<file path="src/rtl/pata_pio_pkg.sv">
package pata_pio_pkg;

  localparam int REG_AW = 4;
  localparam int CNT_W  = 8;

  localparam logic [REG_AW-1:0] OFS_CTRL  = 4'd0;
  localparam logic [REG_AW-1:0] OFS_DEV   = 4'd1;
  localparam logic [REG_AW-1:0] OFS_TX    = 4'd2;
  localparam logic [REG_AW-1:0] OFS_RX    = 4'd3;
  localparam logic [REG_AW-1:0] OFS_TREG  = 4'd4;
  localparam logic [REG_AW-1:0] OFS_TPIO0 = 4'd5;
  localparam logic [REG_AW-1:0] OFS_TPIO1 = 4'd6;
  localparam logic [REG_AW-1:0] OFS_STAT  = 4'd7;
  localparam logic [REG_AW-1:0] OFS_MASK  = 4'd8;

  localparam int CTRL_GO  = 0;
  localparam int CTRL_WR  = 1;
  localparam int CTRL_DMA = 2;
  localparam int CTRL_RDY = 3;

  typedef enum logic [1:0] {
    PH_IDLE    = 2'd0,
    PH_SETUP   = 2'd1,
    PH_STROBE  = 2'd2,
    PH_RECOVER = 2'd3
  } phase_e;

  typedef struct packed {
    logic [CNT_W-1:0] setup;
    logic [CNT_W-1:0] strobe;
    logic [CNT_W-1:0] recover;
    logic [CNT_W-1:0] hold;
  } phase_counts_t;

endpackage

</file>
<file path="src/rtl/pata_pio_regs.sv">
module pata_pio_regs
  import pata_pio_pkg::*;
#(
  parameter int DW = 16
) (
  input  logic              clk,
  input  logic              rst,
  input  logic              wr_en,
  input  logic [REG_AW-1:0] wr_addr,
  input  logic [DW-1:0]     wr_data,
  input  logic [REG_AW-1:0] rd_addr,
  output logic [DW-1:0]     rd_data,
  output logic              start_pulse,
  output logic              ctrl_wr,
  output logic              ctrl_dma,
  output logic              ctrl_rdy,
  output logic [3:0]        dev_addr,
  output logic [DW-1:0]     tx_word,
  output logic [15:0]       tim_reg,
  output logic [15:0]       tim_pio0,
  output logic [7:0]        tim_pio1,
  output logic              irq,
  input  logic              busy,
  input  logic              done_set,
  input  logic              err_set,
  input  logic              rx_load,
  input  logic [DW-1:0]     rx_word_in
);

  logic [DW-1:0] rx_q;
  logic          done_q, err_q, mask_q;
  logic          done_n, err_n, mask_n;
  logic          wr_stat, wr_mask;

  assign wr_stat = wr_en && (wr_addr == OFS_STAT);
  assign wr_mask = wr_en && (wr_addr == OFS_MASK);

  always_comb begin
    done_n = done_q;
    err_n  = err_q;
    mask_n = mask_q;
    if (wr_stat && wr_data[0]) done_n = 1'b0;
    if (wr_stat && wr_data[1]) err_n  = 1'b0;
    if (done_set)              done_n = 1'b1;
    if (err_set)               err_n  = 1'b1;
    if (wr_mask)               mask_n = wr_data[0];
  end

  always_ff @(posedge clk) begin
    if (rst) begin
      ctrl_wr     <= 1'b0;
      ctrl_dma    <= 1'b0;
      ctrl_rdy    <= 1'b0;
      start_pulse <= 1'b0;
      dev_addr    <= '0;
      tx_word     <= '0;
      tim_reg     <= '0;
      tim_pio0    <= '0;
      tim_pio1    <= '0;
      rx_q        <= '0;
      done_q      <= 1'b0;
      err_q       <= 1'b0;
      mask_q      <= 1'b0;
      irq         <= 1'b0;
      rd_data     <= '0;
    end else begin
      start_pulse <= wr_en && (wr_addr == OFS_CTRL) && wr_data[CTRL_GO];
      if (wr_en) begin
        case (wr_addr)
          OFS_CTRL: begin
            ctrl_wr  <= wr_data[CTRL_WR];
            ctrl_dma <= wr_data[CTRL_DMA];
            ctrl_rdy <= wr_data[CTRL_RDY];
          end
          OFS_DEV:   dev_addr <= wr_data[3:0];
          OFS_TX:    tx_word  <= wr_data;
          OFS_TREG:  tim_reg  <= wr_data[15:0];
          OFS_TPIO0: tim_pio0 <= wr_data[15:0];
          OFS_TPIO1: tim_pio1 <= wr_data[7:0];
          default: ;
        endcase
      end
      if (rx_load) rx_q <= rx_word_in;
      done_q <= done_n;
      err_q  <= err_n;
      mask_q <= mask_n;
      irq    <= done_n && mask_n;
      case (rd_addr)
        OFS_CTRL:  rd_data <= DW'({ctrl_rdy, ctrl_dma, ctrl_wr, 1'b0});
        OFS_DEV:   rd_data <= DW'(dev_addr);
        OFS_TX:    rd_data <= tx_word;
        OFS_RX:    rd_data <= rx_q;
        OFS_TREG:  rd_data <= DW'(tim_reg);
        OFS_TPIO0: rd_data <= DW'(tim_pio0);
        OFS_TPIO1: rd_data <= DW'(tim_pio1);
        OFS_STAT:  rd_data <= DW'({busy, err_q, done_q});
        OFS_MASK:  rd_data <= DW'(mask_q);
        default:   rd_data <= '0;
      endcase
    end
  end

  AST_DONE_STICKY: assert property (@(posedge clk) disable iff (rst)
    (done_q && !(wr_stat && wr_data[0])) |=> done_q);

  AST_IRQ_NEEDS_DONE: assert property (@(posedge clk) disable iff (rst)
    irq |-> done_q);

endmodule

</file>
<file path="src/rtl/pata_pio_timing_sel.sv">
module pata_pio_timing_sel
  import pata_pio_pkg::*;
#(
  parameter logic [3:0] DATA_ADDR = 4'd0
) (
  input  logic [15:0]   tim_reg,
  input  logic [15:0]   tim_pio0,
  input  logic [7:0]    tim_pio1,
  input  logic [3:0]    dev_addr,
  output phase_counts_t counts
);

  function automatic logic [CNT_W-1:0] at_least_one(input logic [CNT_W-1:0] v);
    return (v == '0) ? CNT_W'(1) : v;
  endfunction

  logic is_data;
  assign is_data = (dev_addr == DATA_ADDR);

  always_comb begin
    counts.setup   = at_least_one(CNT_W'(tim_pio0[3:0]));
    counts.hold    = at_least_one(CNT_W'(tim_pio0[15:12]));
    counts.strobe  = at_least_one(is_data ? tim_pio1 : tim_reg[15:8]);
    counts.recover = at_least_one(is_data ? tim_pio0[11:4] : tim_reg[7:0]);
  end

endmodule

</file>
<file path="src/rtl/pata_pio_seq.sv">
module pata_pio_seq
  import pata_pio_pkg::*;
#(
  parameter int DW          = 16,
  parameter int STRETCH_MAX = 1250
) (
  input  logic          clk,
  input  logic          rst,
  input  logic          start,
  input  logic          dir_wr,
  input  logic          use_dma,
  input  logic          rdy_en,
  input  logic [3:0]    dev_addr,
  input  logic [DW-1:0] tx_word,
  input  phase_counts_t counts,
  input  logic          iordy,
  input  logic [DW-1:0] dd_in,
  output logic [1:0]    cs_n,
  output logic [2:0]    da,
  output logic          dior_n,
  output logic          diow_n,
  output logic [DW-1:0] dd_out,
  output logic          dd_oe,
  output logic          busy,
  output logic          done_pulse,
  output logic          err_pulse,
  output logic          rx_load,
  output logic [DW-1:0] rx_word
);

  localparam int SW = $clog2(STRETCH_MAX + 1);

  phase_e          state_q, state_d;
  logic [CNT_W-1:0] cnt_q, cnt_d;
  logic [SW-1:0]   stretch_q, stretch_d;
  logic            abort_q, abort_d;
  logic            launch;
  logic            sample_en;

  logic [3:0]      lat_addr_q, addr_d;
  logic            lat_dir_q, dir_d;
  logic            lat_rdy_q;
  logic [DW-1:0]   lat_tx_q, tx_d;
  phase_counts_t   lat_cnt_q, cnt_set_d;
  logic [DW-1:0]   sample_q;

  function automatic logic reached(input logic [CNT_W-1:0] c, input logic [CNT_W-1:0] n);
    return ({1'b0, c} + 9'd1) >= {1'b0, n};
  endfunction

  assign launch    = (state_q == PH_IDLE) && start && !use_dma;
  assign addr_d    = launch ? dev_addr : lat_addr_q;
  assign dir_d     = launch ? dir_wr   : lat_dir_q;
  assign tx_d      = launch ? tx_word  : lat_tx_q;
  assign cnt_set_d = launch ? counts   : lat_cnt_q;

  always_comb begin
    state_d    = state_q;
    cnt_d      = cnt_q;
    stretch_d  = stretch_q;
    abort_d    = abort_q;
    done_pulse = 1'b0;
    err_pulse  = 1'b0;
    rx_load    = 1'b0;
    sample_en  = 1'b0;
    case (state_q)
      PH_IDLE: begin
        if (launch) begin
          state_d   = PH_SETUP;
          cnt_d     = '0;
          stretch_d = '0;
          abort_d   = 1'b0;
        end
      end
      PH_SETUP: begin
        if (reached(cnt_q, lat_cnt_q.setup)) begin
          state_d = PH_STROBE;
          cnt_d   = '0;
        end else begin
          cnt_d = cnt_q + 1'b1;
        end
      end
      PH_STROBE: begin
        if (lat_rdy_q && !iordy) begin
          if (stretch_q == SW'(STRETCH_MAX - 1)) begin
            abort_d = 1'b1;
            state_d = PH_RECOVER;
            cnt_d   = '0;
          end else begin
            stretch_d = stretch_q + 1'b1;
          end
        end else if (reached(cnt_q, lat_cnt_q.strobe)) begin
          state_d   = PH_RECOVER;
          cnt_d     = '0;
          sample_en = 1'b1;
        end else begin
          cnt_d = cnt_q + 1'b1;
        end
      end
      PH_RECOVER: begin
        if (reached(cnt_q, lat_cnt_q.recover)) begin
          state_d    = PH_IDLE;
          cnt_d      = '0;
          done_pulse = 1'b1;
          err_pulse  = abort_q;
          rx_load    = !lat_dir_q && !abort_q;
        end else begin
          cnt_d = cnt_q + 1'b1;
        end
      end
      default: state_d = PH_IDLE;
    endcase
  end

  always_ff @(posedge clk) begin
    if (rst) begin
      state_q    <= PH_IDLE;
      cnt_q      <= '0;
      stretch_q  <= '0;
      abort_q    <= 1'b0;
      lat_addr_q <= '0;
      lat_dir_q  <= 1'b0;
      lat_rdy_q  <= 1'b0;
      lat_tx_q   <= '0;
      lat_cnt_q  <= '0;
      sample_q   <= '0;
      cs_n       <= 2'b11;
      da         <= '0;
      dior_n     <= 1'b1;
      diow_n     <= 1'b1;
      dd_out     <= '0;
      dd_oe      <= 1'b0;
    end else begin
      state_q   <= state_d;
      cnt_q     <= cnt_d;
      stretch_q <= stretch_d;
      abort_q   <= abort_d;
      if (launch) begin
        lat_addr_q <= dev_addr;
        lat_dir_q  <= dir_wr;
        lat_rdy_q  <= rdy_en;
        lat_tx_q   <= tx_word;
        lat_cnt_q  <= counts;
      end
      if (sample_en) sample_q <= dd_in;
      // Bus pins are registered from the next phase so they line up with it.
      if (state_d == PH_IDLE) begin
        cs_n <= 2'b11;
        da   <= '0;
      end else begin
        cs_n <= addr_d[3] ? 2'b01 : 2'b10;
        da   <= addr_d[2:0];
      end
      dior_n <= !((state_d == PH_STROBE) && !dir_d);
      diow_n <= !((state_d == PH_STROBE) && dir_d);
      dd_out <= tx_d;
      dd_oe  <= dir_d && ((state_d == PH_SETUP) || (state_d == PH_STROBE) ||
                          ((state_d == PH_RECOVER) && (cnt_d < cnt_set_d.hold)));
    end
  end

  assign busy    = (state_q != PH_IDLE);
  assign rx_word = sample_q;

  AST_ONE_STROBE: assert property (@(posedge clk) disable iff (rst)
    !(!dior_n && !diow_n));

  AST_CS_WITH_STROBE: assert property (@(posedge clk) disable iff (rst)
    (!dior_n || !diow_n) |-> (cs_n != 2'b11));

  AST_NO_READ_WHILE_DRIVE: assert property (@(posedge clk) disable iff (rst)
    dd_oe |-> dior_n);

  AST_STRETCH_BOUND: assert property (@(posedge clk) disable iff (rst)
    stretch_q < SW'(STRETCH_MAX));

  AST_BUSY_START_IGNORED: assert property (@(posedge clk) disable iff (rst)
    (busy && start) |=> ($stable(lat_addr_q) && $stable(lat_dir_q) && $stable(lat_tx_q)));

endmodule

</file>
<file path="src/rtl/pata_pio_engine.sv">
module pata_pio_engine
  import pata_pio_pkg::*;
#(
  parameter int         DW          = 16,
  parameter int         STRETCH_MAX = 1250,
  parameter logic [3:0] DATA_ADDR   = 4'd0
) (
  input  logic              clk,
  input  logic              rst,
  input  logic              cfg_wr_en,
  input  logic [REG_AW-1:0] cfg_wr_addr,
  input  logic [DW-1:0]     cfg_wr_data,
  input  logic [REG_AW-1:0] cfg_rd_addr,
  output logic [DW-1:0]     cfg_rd_data,
  output logic              irq,
  output logic [1:0]        ata_cs_n,
  output logic [2:0]        ata_da,
  output logic              ata_dior_n,
  output logic              ata_diow_n,
  output logic [DW-1:0]     ata_dd_out,
  output logic              ata_dd_oe,
  input  logic [DW-1:0]     ata_dd_in,
  input  logic              ata_iordy
);

  logic          start_pulse, ctrl_wr, ctrl_dma, ctrl_rdy;
  logic [3:0]    dev_addr;
  logic [DW-1:0] tx_word, rx_word;
  logic [15:0]   tim_reg, tim_pio0;
  logic [7:0]    tim_pio1;
  logic          busy, done_pulse, err_pulse, rx_load;
  phase_counts_t counts;

  pata_pio_regs #(.DW(DW)) regs_i (
    .clk         (clk),
    .rst         (rst),
    .wr_en       (cfg_wr_en),
    .wr_addr     (cfg_wr_addr),
    .wr_data     (cfg_wr_data),
    .rd_addr     (cfg_rd_addr),
    .rd_data     (cfg_rd_data),
    .start_pulse (start_pulse),
    .ctrl_wr     (ctrl_wr),
    .ctrl_dma    (ctrl_dma),
    .ctrl_rdy    (ctrl_rdy),
    .dev_addr    (dev_addr),
    .tx_word     (tx_word),
    .tim_reg     (tim_reg),
    .tim_pio0    (tim_pio0),
    .tim_pio1    (tim_pio1),
    .irq         (irq),
    .busy        (busy),
    .done_set    (done_pulse),
    .err_set     (err_pulse),
    .rx_load     (rx_load),
    .rx_word_in  (rx_word)
  );

  pata_pio_timing_sel #(.DATA_ADDR(DATA_ADDR)) sel_i (
    .tim_reg  (tim_reg),
    .tim_pio0 (tim_pio0),
    .tim_pio1 (tim_pio1),
    .dev_addr (dev_addr),
    .counts   (counts)
  );

  pata_pio_seq #(.DW(DW), .STRETCH_MAX(STRETCH_MAX)) seq_i (
    .clk        (clk),
    .rst        (rst),
    .start      (start_pulse),
    .dir_wr     (ctrl_wr),
    .use_dma    (ctrl_dma),
    .rdy_en     (ctrl_rdy),
    .dev_addr   (dev_addr),
    .tx_word    (tx_word),
    .counts     (counts),
    .iordy      (ata_iordy),
    .dd_in      (ata_dd_in),
    .cs_n       (ata_cs_n),
    .da         (ata_da),
    .dior_n     (ata_dior_n),
    .diow_n     (ata_diow_n),
    .dd_out     (ata_dd_out),
    .dd_oe      (ata_dd_oe),
    .busy       (busy),
    .done_pulse (done_pulse),
    .err_pulse  (err_pulse),
    .rx_load    (rx_load),
    .rx_word    (rx_word)
  );

endmodule

</file>
<file path="config.mk">
export PLATFORM = sky130hd
export DESIGN_NAME = pata_pio_engine
export DESIGN_NICKNAME = d
export VERILOG_FILES = /design/src/rtl/pata_pio_pkg.sv /design/src/rtl/pata_pio_regs.sv /design/src/rtl/pata_pio_timing_sel.sv /design/src/rtl/pata_pio_seq.sv /design/src/rtl/pata_pio_engine.sv
export SDC_FILE = /design/constraint.sdc
export NUM_CORES = 1
export LEC_CHECK = 0
export BUFFER_PORTS_ARGS = -buffer_cell sky130_fd_sc_hd__buf_2
export CORE_AREA = 2 2 128 130
export CTS_BUF_LIST = sky130_fd_sc_hd__clkbuf_4 sky130_fd_sc_hd__clkbuf_8 sky130_fd_sc_hd__clkbuf_16
export DETAILED_ROUTE_END_ITERATION = 12
export DIE_AREA = 0 0 130 132
export HOLD_SLACK_MARGIN = 0.08
export PLACE_DENSITY = 0.7
export SLEW_MARGIN = 0
export SYNTH_ARGS = -nofsm -noshare
export SYNTH_HDL_FRONTEND = slang
export SYNTH_SLANG_ARGS = --single-unit
</file>
<file path="constraint.sdc">
create_clock -name clk -period 5.4 [get_ports clk]
set_input_delay 0.54 -clock clk [delete_from_list [all_inputs] [get_ports clk]]
set_output_delay 0.54 -clock clk [all_outputs]
set_load 0.03 [all_outputs]
</file>
==> metrics.md, run 1 <==
| Metric | Value |
|---|---|
| Avg Inst Size Synth | `8.51 sq um` |
| Tightest Pin Transition | `1.23 ns` |
| Synth top area cells | `dfxtp_1 46%, nand2_1 8.5%, mux2i_1 7.9%, a21oi_1 6.1%, ha_1 4.6%` |
| Post-cts resize count | `0` |
| Layout Area Growth over Synthesis | `13.6%` |
| Largest net degree at the start of global routing | `87` |
| Nets | `1,134` |
| Vias in the first global route | `6,535` |
| Post-route ant nets | `0` |
| Post-CTS setup buffers | `0` |
| # diodes | `0` |
| Top reg by flops | `seq_i.lat_cnt_q` |
| Total Neg Setup Slack | `0 ns` |
| Core Area | `15,700 sq um` |
| Yosys warns | `0` |
| Max Clk Rate | `215 MHz` |
| Clock transition at path regs | `0.07 ns` |
| RSZ-0062 raised after global routing | `false` |
| Multi-input gate area | `4290 sq um` |
| DP Wirelength | `15.6 mm` |
| Port-buffer cells | `84` |
| Worst slew margin | `17.3%` |
| Syn_nets | `1,076` |
| All-Layer GR Usage | `26.1%` |
| Number of flops mapped to enable cells by yosys | `0` |
| Worst Hold Class | `input port to register` |
| Vias | `7,156` |
| Fin area | `9680 sq um` |
| # IOs | `85` |
| Max H-tree Level | `4` |
| Internal power | `2.19 mW` |
| DRC Markers | `0` |
| Die H | `132 um` |
| Final setup viols | `0` |
| Main synth FF type | `dfxtp_1` |
| Area share of the largest cell type after synthesis | `46.0%` |
| Final wirelength | `21.9 mm` |
| Worst IR Drop VDD | `0.242 mV` |
| Crit end category | `register` |
| R2R Setup Slk | `0.75 ns` |
| Max cap viols | `0` |
| Lkg Pwr | `3.76 nW` |
| Top-count cell post-synth | `dfxtp_1` |
| Routability cong. | `0.885` |
| Share of layout cells above drive strength 1 | `13.2%` |
| Switching part of the total | `26.8%` |
| Comb pwr share | `8.2%` |
| Worst Path Arrival | `5.03 ns` |
| DP Area | `9090 sq um` |
| Clk_skew | `0.00981 ns` |
| Die area | `17,200 sq um` |
| Worst-Skew Late Latency | `0.44 ns` |
| Required @ worst endpoint | `5.78 ns` |
| CTS sink cnt | `196` |
| Flop pwr share | `49.9%` |
| First-pass GRT wire length | `34.8 mm` |
| Max reg flops | `28` |
| Yosys cell types | `59` |
| P_sw | `0.802 mW` |
| Wire per inst | `17.0 um` |
| Commonest cells post-synth | `196 x dfxtp_1, 192 x nand2_1, 104 x a21oi_1` |
| Rows | `46` |
| Reg area | `3920 sq um` |
| Final min period | `4.65 ns` |
| PD cells | `309 nW/um^2` |
| Vias/cell | `5.56` |
| Fin worst setup slack | `0.746 ns` |
| Grt total ovfl | `0` |
| Starting Density | `54.2%` |
| Ys async rst share | `0%` |
| CTS Buf Count | `17` |
| Cell Area, Synth | `8520 sq um` |
| Clock tree buffer depth | `2` |
| Syn Inst Count | `1,001` |
| Length of the first detailed-routing pass in iterations | `5` |
| Post-CTS Hold Fix Bufs | `0` |
| DP Worst Slack | `0.837 ns` |
| Register area share after synthesis | `46.0%` |
| CTS root buf | `clkbuf_16` |
| Setup crit start kind | `register` |
| Status | `complete, no violations` |
| CP max FO | `10` |
| Tcrit/Tclk final | `86.2%` |
| Fillers | `1,414` |
| Synth Register Bits | `196` |
| Kind of critical path | `register to register` |
| Max Transition Viols Final | `0` |
| Die span in x | `130 um` |
| CTS tree | `done` |
| Clock power share | `41.9%` |
| Initial antenna violation count | `0` |
| Yosys top cell by area | `dfxtp_1` |
| Final hold vios | `0` |
| Initial DRC count | `554` |
-- placed cells by master (no fill, tap or decap), drive strengths merged, types with 2 or more instances in the layout --
| master | n |
|---|---|
| dfxtp | 196 |
| nand2 | 192 |
| a21oi | 105 |
| nor2 | 104 |
| buf | 94 |
| mux2i | 67 |
| a22oi | 33 |
| inv | 33 |
| ha | 31 |
| nand3 | 21 |
| o21ai | 19 |
| clkbuf | 19 |
| a211oi | 17 |
| nor3 | 17 |
| a31oi | 14 |
| nand2b | 10 |
| or3 | 9 |
| nor2b | 7 |
| nor4 | 7 |
| clkinv | 7 |
| and3 | 6 |
| xnor2 | 6 |
| nand3b | 6 |
| a21o | 5 |
| xor2 | 4 |
| nand4 | 4 |
| o311ai | 4 |
| o21a | 3 |
| o31ai | 3 |
| a22o | 3 |
| o211ai | 2 |
| nor3b | 2 |
| or4 | 2 |
| clkinvlp | 2 |
| and2 | 2 |
-- final timing paths --
| path | startpoint | end | cells past startpoint |
|---|---|---|---|
| max | seq_i.cnt_q[0] | seq_i.dd_oe | 18 |
| min | ata_dd_in[10] | seq_i.rx_word[10] | 3 |
| max reg2reg | seq_i.cnt_q[0] | seq_i.dd_oe | 18 |
| min reg2reg | seq_i.lat_cnt_q[7] | seq_i.lat_cnt_q[7] | 2 |
-- cell type report --
class,instances,share of cell area (%)
Inverter,29,1.12
Tap cell,216,2.79
Timing Repair Buffer,94,5.14
Sequential cell,196,40.5
Multi-Input combinational cell,721,44.3
Clock inverter,13,1.47
Clock buffer,19,4.68
-- through the flow --
step / cells / util [%] / power, mW / hold WS (ns)
2_1_floorplan: 1001 / - / 1.69 / 0.424
3_3_place_gp: 1256 / 57.8 / 1.77 / 0.441
3_5_place_dp: 1256 / 57.8 / 1.77 / 0.445
4_1_cts: 1288 / 61.6 / 3.02 / 0.314
5_1_grt: 1288 / 61.6 / 3.10 / 0.332
6_report: 1288 / 61.6 / 3.00 / 0.328
-- layer usage --
| layer | part of all wire [%] | vias to the layer above | track usage [%] |
|---|---|---|---|
| li1 | - | 3593 | - |
| met1 | 44 | 3295 | 34.9 |
| met2 | 47 | 228 | 41.2 |
| met5 | 0 | - | 0 |
| met4 | 2.4 | 0 | 9.38 |
| met3 | 6.3 | 40 | 6.13 |
-- worst max-delay path: stages (launching register included) --
cell and delay (ns):
dfxtp_1 0.58, ha_1 0.31, nand3_2 0.15, xnor2_1 0.40, ha_1 0.31, and2_1 0.15
a221oi_1 0.35, o211a_1 0.29, o311ai_1 0.12, a31oi_1 0.62, o21ai_0 0.24, nand3_1 0.12
ha_1 0.24, a21oi_1 0.13, nor2b_1 0.05, o21ai_0 0.15, nand3b_1 0.10, a21oi_1 0.15
o21a_1 0.14
-- cell families (layout without fill, tap and decap cells) --
| kind of cell | after synthesis | count (layout) | share of synthesized area, % |
|---|---|---|---|
| fa+ha+maj | 32 | 32 | 4.67 |
| simple gates | 393 | 393 | 20.2 |
| xor+xnor | 10 | 10 | 1.03 |
| mux | 68 | 68 | 8.00 |
| buf+inv | 84 | 155 | 3.93 |
| flops | 196 | 196 | 46.0 |
| compound gates | 218 | 218 | 16.2 |
-- power by group through the flow --
stage | combinational, mW | sequential, mW | clock (mW)
6_report | 0.245 | 1.50 | 1.26
5_1_grt | 0.268 | 1.50 | 1.34
4_1_cts | 0.245 | 1.49 | 1.28
3_5_place_dp | 0.245 | 1.53 | 0
3_3_place_gp | 0.245 | 1.53 | 0
2_1_floorplan | 0.170 | 1.52 | 0
No activity file was read; power rests on OpenSTA's default activity.
==> run 2: changes to the inputs <==
--- a/config.mk
+++ b/config.mk
@@ -6,12 +6,12 @@
 export NUM_CORES = 1
 export LEC_CHECK = 0
 export BUFFER_PORTS_ARGS = -buffer_cell sky130_fd_sc_hd__buf_2
-export CORE_AREA = 2 2 128 130
+export CORE_AREA = 2 2 130 132
 export CTS_BUF_LIST = sky130_fd_sc_hd__clkbuf_4 sky130_fd_sc_hd__clkbuf_8 sky130_fd_sc_hd__clkbuf_16
 export DETAILED_ROUTE_END_ITERATION = 12
-export DIE_AREA = 0 0 130 132
+export DIE_AREA = 0 0 132 134
 export HOLD_SLACK_MARGIN = 0.08
-export PLACE_DENSITY = 0.7
+export PLACE_DENSITY = 0.71
 export SLEW_MARGIN = 0
 export SYNTH_ARGS = -nofsm -noshare
 export SYNTH_HDL_FRONTEND = slang
==> constraint.sdc (replaced) <==
create_clock -name clk -period 4.25 [get_ports clk]
set_input_delay 0.425 -clock clk [delete_from_list [all_inputs] [get_ports clk]]
set_output_delay 0.425 -clock clk [all_outputs]
set_load 0.03 [all_outputs]
==> run 2 against run 1 <==
Against the previous run: die area grew 3.1%; worst setup slack lost 0.39 ns; global-route usage shrank 0.66 points; sequential cell count is the same; power grew 28%; core utilization shrank 1.9 points.
==> metrics.md, run 2 (same netlist as run 1, synthesis figures left out) <==
| Metric | Value |
|---|---|
| Wire per inst | `16.9 um (-0.72%)` |
| Clock tree buffer depth | `2 (unchanged)` |
| Length of the first detailed-routing pass in iterations | `5 (unchanged)` |
| CTS tree | `done` |
| Top reg by flops | `seq_i.lat_cnt_q` |
| RSZ-0062 raised after global routing | `false` |
| Post-route ant nets | `0 (unchanged)` |
| # IOs | `85 (unchanged)` |
| Max Clk Rate | `257 MHz (+19%)` |
| Clk_skew | `0.0127 ns (+0.00286 ns)` |
| DRC Markers | `0 (unchanged)` |
| Die area | `17,700 sq um (+3.1%)` |
| Commonest cells after routing, fill and taps aside | `196 x dfxtp_1, 192 x nand2_1, 104 x a21oi_1` |
| Max Transition Viols Final | `0 (unchanged)` |
| Final setup viols | `0 (unchanged)` |
| DP Wirelength | `15.8 mm (+1.5%)` |
| Worst Hold Class | `input port to register` |
| Post-CTS setup buffers | `0 (unchanged)` |
| Share of layout cells above drive strength 1 | `13.7% (+0.58 points)` |
| Final hold vios | `0 (unchanged)` |
| Lkg Pwr | `3.80 nW (+1.0%)` |
| Core Area | `16,300 sq um (+3.7%)` |
| Vias | `7,247 (+1.3%)` |
| Setup crit start kind | `register` |
| HP Start | `ata_dd_in[11]` |
| Worst R2R Path Depth | `19 (+1)` |
| R2R Path Start | `seq_i.cnt_q[4]` |
| Layout Area Growth over Synthesis | `14.2%` |
| All-Layer GR Usage | `25.4% (-0.66 points)` |
| Vias/cell | `5.58 (+0.49%)` |
| Hold path depth | `3 (unchanged)` |
| Die span in x | `132 um (+1.5%)` |
| Rows | `47 (+2.2%)` |
| Commonest non-fill, non-tap cell in the layout | `dfxtp_1` |
| CP max FO | `8 (-2)` |
| Required @ worst endpoint | `4.64 ns (-1.14 ns)` |
| Crit path from | `seq_i.cnt_q[4]` |
| Largest net degree at the start of global routing | `87 (unchanged)` |
| Crit end category | `register` |
| Port-buffer cells | `84 (unchanged)` |
| Clock transition at path regs | `0.07 ns (about the same)` |
| # diodes | `0 (unchanged)` |
| Final hold slack | `0.206 ns (-0.122 ns)` |
| Max reg flops | `28 (unchanged)` |
| Tightest Pin Transition | `1.20 ns (-0.0293 ns)` |
| PD cells | `393 nW/um^2 (+27%)` |
| Kind of critical path | `register to register` |
| Tcrit/Tclk final | `91.7% (+5.5 points)` |
| Max cap viols | `0 (unchanged)` |
| First-pass GRT wire length | `35.6 mm (+2.2%)` |
| Total Neg Setup Slack | `0 ns (unchanged)` |
| CTS sink cnt | `196 (unchanged)` |
| Routability cong. | `0.920 (+3.9%)` |
| Final min period | `3.90 ns (-0.759 ns)` |
| Grt total ovfl | `0 (unchanged)` |
| Worst-Skew Late Latency | `0.45 ns (about the same)` |
| CTS Buf Count | `17 (unchanged)` |
| Worst Path Arrival | `4.29 ns (-0.74 ns)` |
| Max H-tree Level | `4 (unchanged)` |
| Initial DRC count | `569 (+2.7%)` |
| Worst slew margin | `19.3% (+2.0 points)` |
| Starting Density | `52.3% (-1.9 points)` |
| Initial antenna violation count | `0 (unchanged)` |
| Die H | `134 um (+1.5%)` |
| CTS root buf | `clkbuf_16` |
| Status | `complete, no violations` |
| Vias in the first global route | `6,862 (+5.0%)` |
| Final wirelength | `22.0 mm (about the same)` |
| Worst IR Drop VDD | `0.295 mV (+22%)` |
| Nets | `1,140 (+0.53%)` |
-- run 2: changes by cell type in the layout (fill, tap and decap cells not counted), moves of 2 or more --
cell | before | now
buf_4 | 11 | 17
inv_6 | 2 | 6
clkinv_8 | 4 | 1
clkbuf_8 | 2 | 0
-- run 2: final timing paths --
kind / slack, ns / end
worst max register to register: 0.35 / seq_i.dd_oe
worst min register to register: 0.45 / seq_i.lat_cnt_q[7]
worst max-delay path: 0.35 / seq_i.dd_oe
worst min-delay path: 0.21 / seq_i.rx_word[11]
-- run 2: routing by layer --
metal / vias up / track usage, % / part of all wire (%)
li1: 3612 / - / -
met1: 3360 / 33.9 / 45
met2: 229 / 41.3 / 47
met3: 46 / 4.76 / 5.5
met4: 0 / 9.42 / 2.8
met5: - / 0 / 0
-- run 2: cell type report --
| cell class | instances | area (sq um) |
|---|---|---|
| Timing Repair Buffer | 100 | 543 |
| Sequential cell | 196 | 3920 |
| Tap cell | 220 | 275 |
| Clock inverter | 15 | 161 |
| Fill cell | 1449 | 6560 |
| Inverter | 29 | 109 |
| Multi-Input combinational cell | 721 | 4290 |
| Clock buffer | 17 | 425 |
-- run 2: power by group --
group | leakage (nW) | internal (mW) | total, mW | switching, mW
clock | 0.284 | 0.835 | 1.61 | 0.778
combinational | 1.94 | 0.110 | 0.316 | 0.206
sequential | 1.58 | 1.87 | 1.90 | 0.0310
total | 3.80 | 2.81 | 3.83 | 1.01
-- run 2: through the flow --
step	instances	cell area [sq um]	setup slack, ns	power, mW	utilization, %
4_1_cts	1298	9720	0.352	3.84	59.7
3_5_place_dp	1266	9140	0.380	2.25	56.1
6_report	1298	9730	0.354	3.83	59.7
2_1_floorplan	1001	8520	0.435	2.15	-
3_3_place_gp	1266	9140	0.454	2.25	56.1
5_1_grt	1298	9730	0.000237	3.95	59.7
-- run 2: what timing repair did --
action                                  4_1_cts  5_1_grt
endpoints found under the setup margin        0        1
resized for setup                             0        1
hold buffers                                  0        0
-- run 2: critical path, cell delays in order (launching register included) --
cell and delay [ns]:
dfxtp_1 0.42, and3_1 0.18, nand3_1 0.18, xnor2_1 0.33, ha_1 0.30, and2_1 0.17
a221oi_1 0.33, o2111a_2 0.30, o311ai_1 0.09, a31oi_1 0.19, buf_4 0.18, o21ai_0 0.12
nand3_1 0.09, ha_1 0.24, a21oi_1 0.13, nor2b_1 0.06, o21ai_0 0.15, nand3b_1 0.09
a21oi_1 0.15, o21a_1 0.13
==> run 3: changes to the inputs <==
--- a/config.mk
+++ b/config.mk
@@ -12,6 +12,7 @@
 export DIE_AREA = 0 0 132 134
 export HOLD_SLACK_MARGIN = 0.08
 export PLACE_DENSITY = 0.71
+export RECOVER_POWER = 50
 export SLEW_MARGIN = 0
 export SYNTH_ARGS = -nofsm -noshare
 export SYNTH_HDL_FRONTEND = slang
==> run 3 against run 2 <==
Against the previous run: the run now ends with capacitance limit, slew limit left; fmax hardly changed; critical path type unchanged; global-route usage stayed put; clock skew is 0.0021 ns higher; critical endpoint unchanged; sequential power hardly changed; power is 0.23% lower; worst setup slack better by 0.0023 ns; count of clock-buffer cells in the layout stayed put.
==> metrics.md, run 3 (same netlist as run 1, synthesis figures left out) <==
| Metric | Value |
|---|---|
| Final hold vios | `0 (unchanged)` |
| Critical path, cell by cell | `and3_1 > nand3_1 > xnor2_1 > ha_1 > and2_1 > a221oi_1 > o2111a_2 > o311ai_1 > a31oi_1 > buf_4 > o21ai_0 > nand3_1 > ha_1 > a21oi_1 > nor2b_1 > o21ai_0 > nand3b_1 > a21oi_1 > o21a_1` |
| Grt total ovfl | `0 (unchanged)` |
| Clock power share | `42.1% (about the same)` |
| Max reg flops | `28 (unchanged)` |
| Clock tree buffer depth | `2 (unchanged)` |
| Met3 layer usage reported by global route | `4.76% (unchanged)` |
| CTS root buf | `clkbuf_16` |
| Rows | `47 (unchanged)` |
| Kind of critical path | `register to register` |
| CTS tree | `done` |
| Final hold slack | `0.206 ns (+0.000115 ns)` |
| Die area | `17,700 sq um (unchanged)` |
| Layout Area Growth over Synthesis | `13.2%` |
| R2R Path Start | `seq_i.cnt_q[4]` |
| Share of layout cells above drive strength 1 | `9.18% (-4.5 points)` |
| Final setup viols | `0 (unchanged)` |
| All-Layer GR Usage | `25.4% (unchanged)` |
| Top reg by flops | `seq_i.lat_cnt_q` |
| Critical Path Slowest Stage Cell | `dfxtp_1` |
| Met2 Use GR | `41.3% (unchanged)` |
| Internal power | `2.81 mW (-0.12%)` |
| Initial antenna violation count | `0 (unchanged)` |
| Worst Path Arrival | `4.29 ns (about the same)` |
| Max H-tree Level | `4 (unchanged)` |
| Core Area | `16,300 sq um (unchanged)` |
| DRC Markers | `0 (unchanged)` |
| # diodes | `0 (unchanged)` |
| # IOs | `85 (unchanged)` |
| Crit end category | `register` |
| Critical path's top delay family | `compound AO/OA/AOI/OAI gates` |
| Max cap viols | `4 (+4)` |
| Worst slew margin | `-42.2% (-62 points)` |
| Tcrit/Tclk final | `91.6% (about the same)` |
| CTS Buf Count | `17 (unchanged)` |
| Clock transition at path regs | `0.07 ns (about the same)` |
| Met1 usage | `33.9% (unchanged)` |
| Worst R2R Path Depth | `19 (unchanged)` |
| CTS sink cnt | `196 (unchanged)` |
| DP Wirelength | `15.8 mm (unchanged)` |
| Flop pwr share | `49.7% (about the same)` |
| Tightest Pin Transition | `2.12 ns (+0.913 ns)` |
| Vias | `7,262 (+0.21%)` |
| Wire per inst | `16.9 um (-0.14%)` |
| Hold path depth | `3 (unchanged)` |
| Vias in the first global route | `6,862 (unchanged)` |
| Starting Density | `52.3% (unchanged)` |
| Critical path buffers and inverters | `1 (unchanged)` |
| Worst-Skew Late Latency | `0.45 ns (about the same)` |
| Global routing's busiest layer | `met2` |
| Commonest non-fill, non-tap cell in the layout | `dfxtp_1` |
| Nets | `1,140 (unchanged)` |
| Initial DRC count | `581 (+2.1%)` |
| Fillers | `1,484 (+2.4%)` |
| Status | `complete, but fails checks` |
| Length of the first detailed-routing pass in iterations | `7 (+2)` |
| Setup crit start kind | `register` |
| Switching part of the total | `26.4% (-0.079 points)` |
| Required @ worst endpoint | `4.65 ns (about the same)` |
| PD cells | `396 nW/um^2 (+0.60%)` |
| Routability cong. | `0.920 (unchanged)` |
| Port-buffer cells | `84 (unchanged)` |
| Max Transition Viols Final | `190 (+190)` |
| Final min period | `3.89 ns (-0.00232 ns)` |
| CP max FO | `8 (unchanged)` |
| Max Clk Rate | `257 MHz (about the same)` |
| Lkg Pwr | `3.61 nW (-5.0%)` |
| Final wirelength | `21.9 mm (-0.14%)` |
| Worst IR Drop VDD | `0.293 mV (-0.65%)` |
| Commonest cells after routing, fill and taps aside | `196 x dfxtp_1, 192 x nand2_1, 104 x a21oi_1` |
| Comb pwr share | `8.2% (about the same)` |
| P_sw | `1.01 mW (-0.53%)` |
| Die H | `134 um (unchanged)` |
| Die span in x | `132 um (unchanged)` |
| Power Total | `3.82 mW (-0.23%)` |
| Violated checks | `capacitance limit, slew limit` |
| Worst Hold Class | `input port to register` |
| Clk_skew | `0.0148 ns (+0.00213 ns)` |
| Largest net degree at the start of global routing | `87 (unchanged)` |
| R2R Setup Slk | `0.36 ns (about the same)` |
| Hold worst-path end | `seq_i.rx_word[11]` |
| Post-route ant nets | `0 (unchanged)` |
| Worst R2R End | `seq_i.dd_oe` |
| Slowest cell delay on critical path | `0.42 ns (about the same)` |
| Post-CTS Hold Fix Bufs | `0 (unchanged)` |
| HP Start | `ata_dd_in[11]` |
| Vias/cell | `5.59 (+0.21%)` |
| First-pass GRT wire length | `35.6 mm (unchanged)` |
[run 3: cell count changes in the layout (fill, tap and decap cells not counted)]
| cell | previous run | this run |
|---|---|---|
| buf_4 | 17 | 11 |
| clkbuf_1 | 0 | 48 |
| nor3_1 | 14 | 15 |
| clkbuf_2 | 0 | 1 |
| buf_2 | 83 | 40 |
| nor3_2 | 3 | 2 |
[run 3: per-layer routing]
metal  wire length [um]  part of all wire (%)
met5                  0                     0
met2              10400                    47
met4                455                   2.1
met3               1200                   5.5
met1               9890                    45
[run 3: final cells by class]
type	instances	area, sq um	share of cell area, %
Clock buffer	17	425	4.41
Clock inverter	15	161	1.67
Multi-Input combinational cell	721	4290	44.4
Inverter	29	109	1.13
Timing Repair Buffer	100	468	4.85
Tap cell	220	275	2.85
Sequential cell	196	3920	40.7
[run 3: worst min-delay path: cells and delay by family]
kind	cells	cell delay [ns]
buffers and inverters	1	0.07
and+or+nand+nor	1	0.07
muxes	1	0.05
[run 3: what timing repair did]
action / CTS / global route
resized for setup: 0 / 1
setup endpoints to repair: 0 / 1
buffers inserted: 0 / 0
[run 3: worst max path at each step]
stage | depth (start not counted) | slack [ns] | from | to
6_report | 19 | 0.36 | seq_i.cnt_q[4] | seq_i.dd_oe
5_1_grt | 19 | -0.0002 | seq_i.cnt_q[4] | seq_i.dd_oe
4_1_cts | 19 | 0.35 | seq_i.cnt_q[1] | seq_i.dd_oe
3_5_place_dp | 17 | 0.38 | seq_i.cnt_q[1] | seq_i.dd_oe
3_3_place_gp | 17 | 0.45 | seq_i.cnt_q[1] | seq_i.dd_oe
2_1_floorplan | 18 | 0.43 | seq_i.cnt_q[0] | seq_i.dd_oe
[run 3: power by group through the flow]
stage	sequential, mW	combinational (mW)	clock, mW
finish	1.90	0.312	1.61
global route	1.90	0.340	1.70
CTS	1.90	0.313	1.63
detailed placement	1.94	0.311	0
global placement	1.94	0.310	0
floorplan	1.94	0.215	0
[run 3: metrics by stage]
step	std cells	TNS [ns]	setup WS [ns]	utilization [%]	area, sq um
floorplan	1001	0	0.435	-	8520
global placement	1266	0	0.454	56.1	9140
detailed placement	1266	0	0.380	56.1	9140
CTS	1298	0	0.352	59.7	9720
global route	1298	-0.000210	-0.000210	59.3	9650
finish	1298	0	0.357	59.3	9650
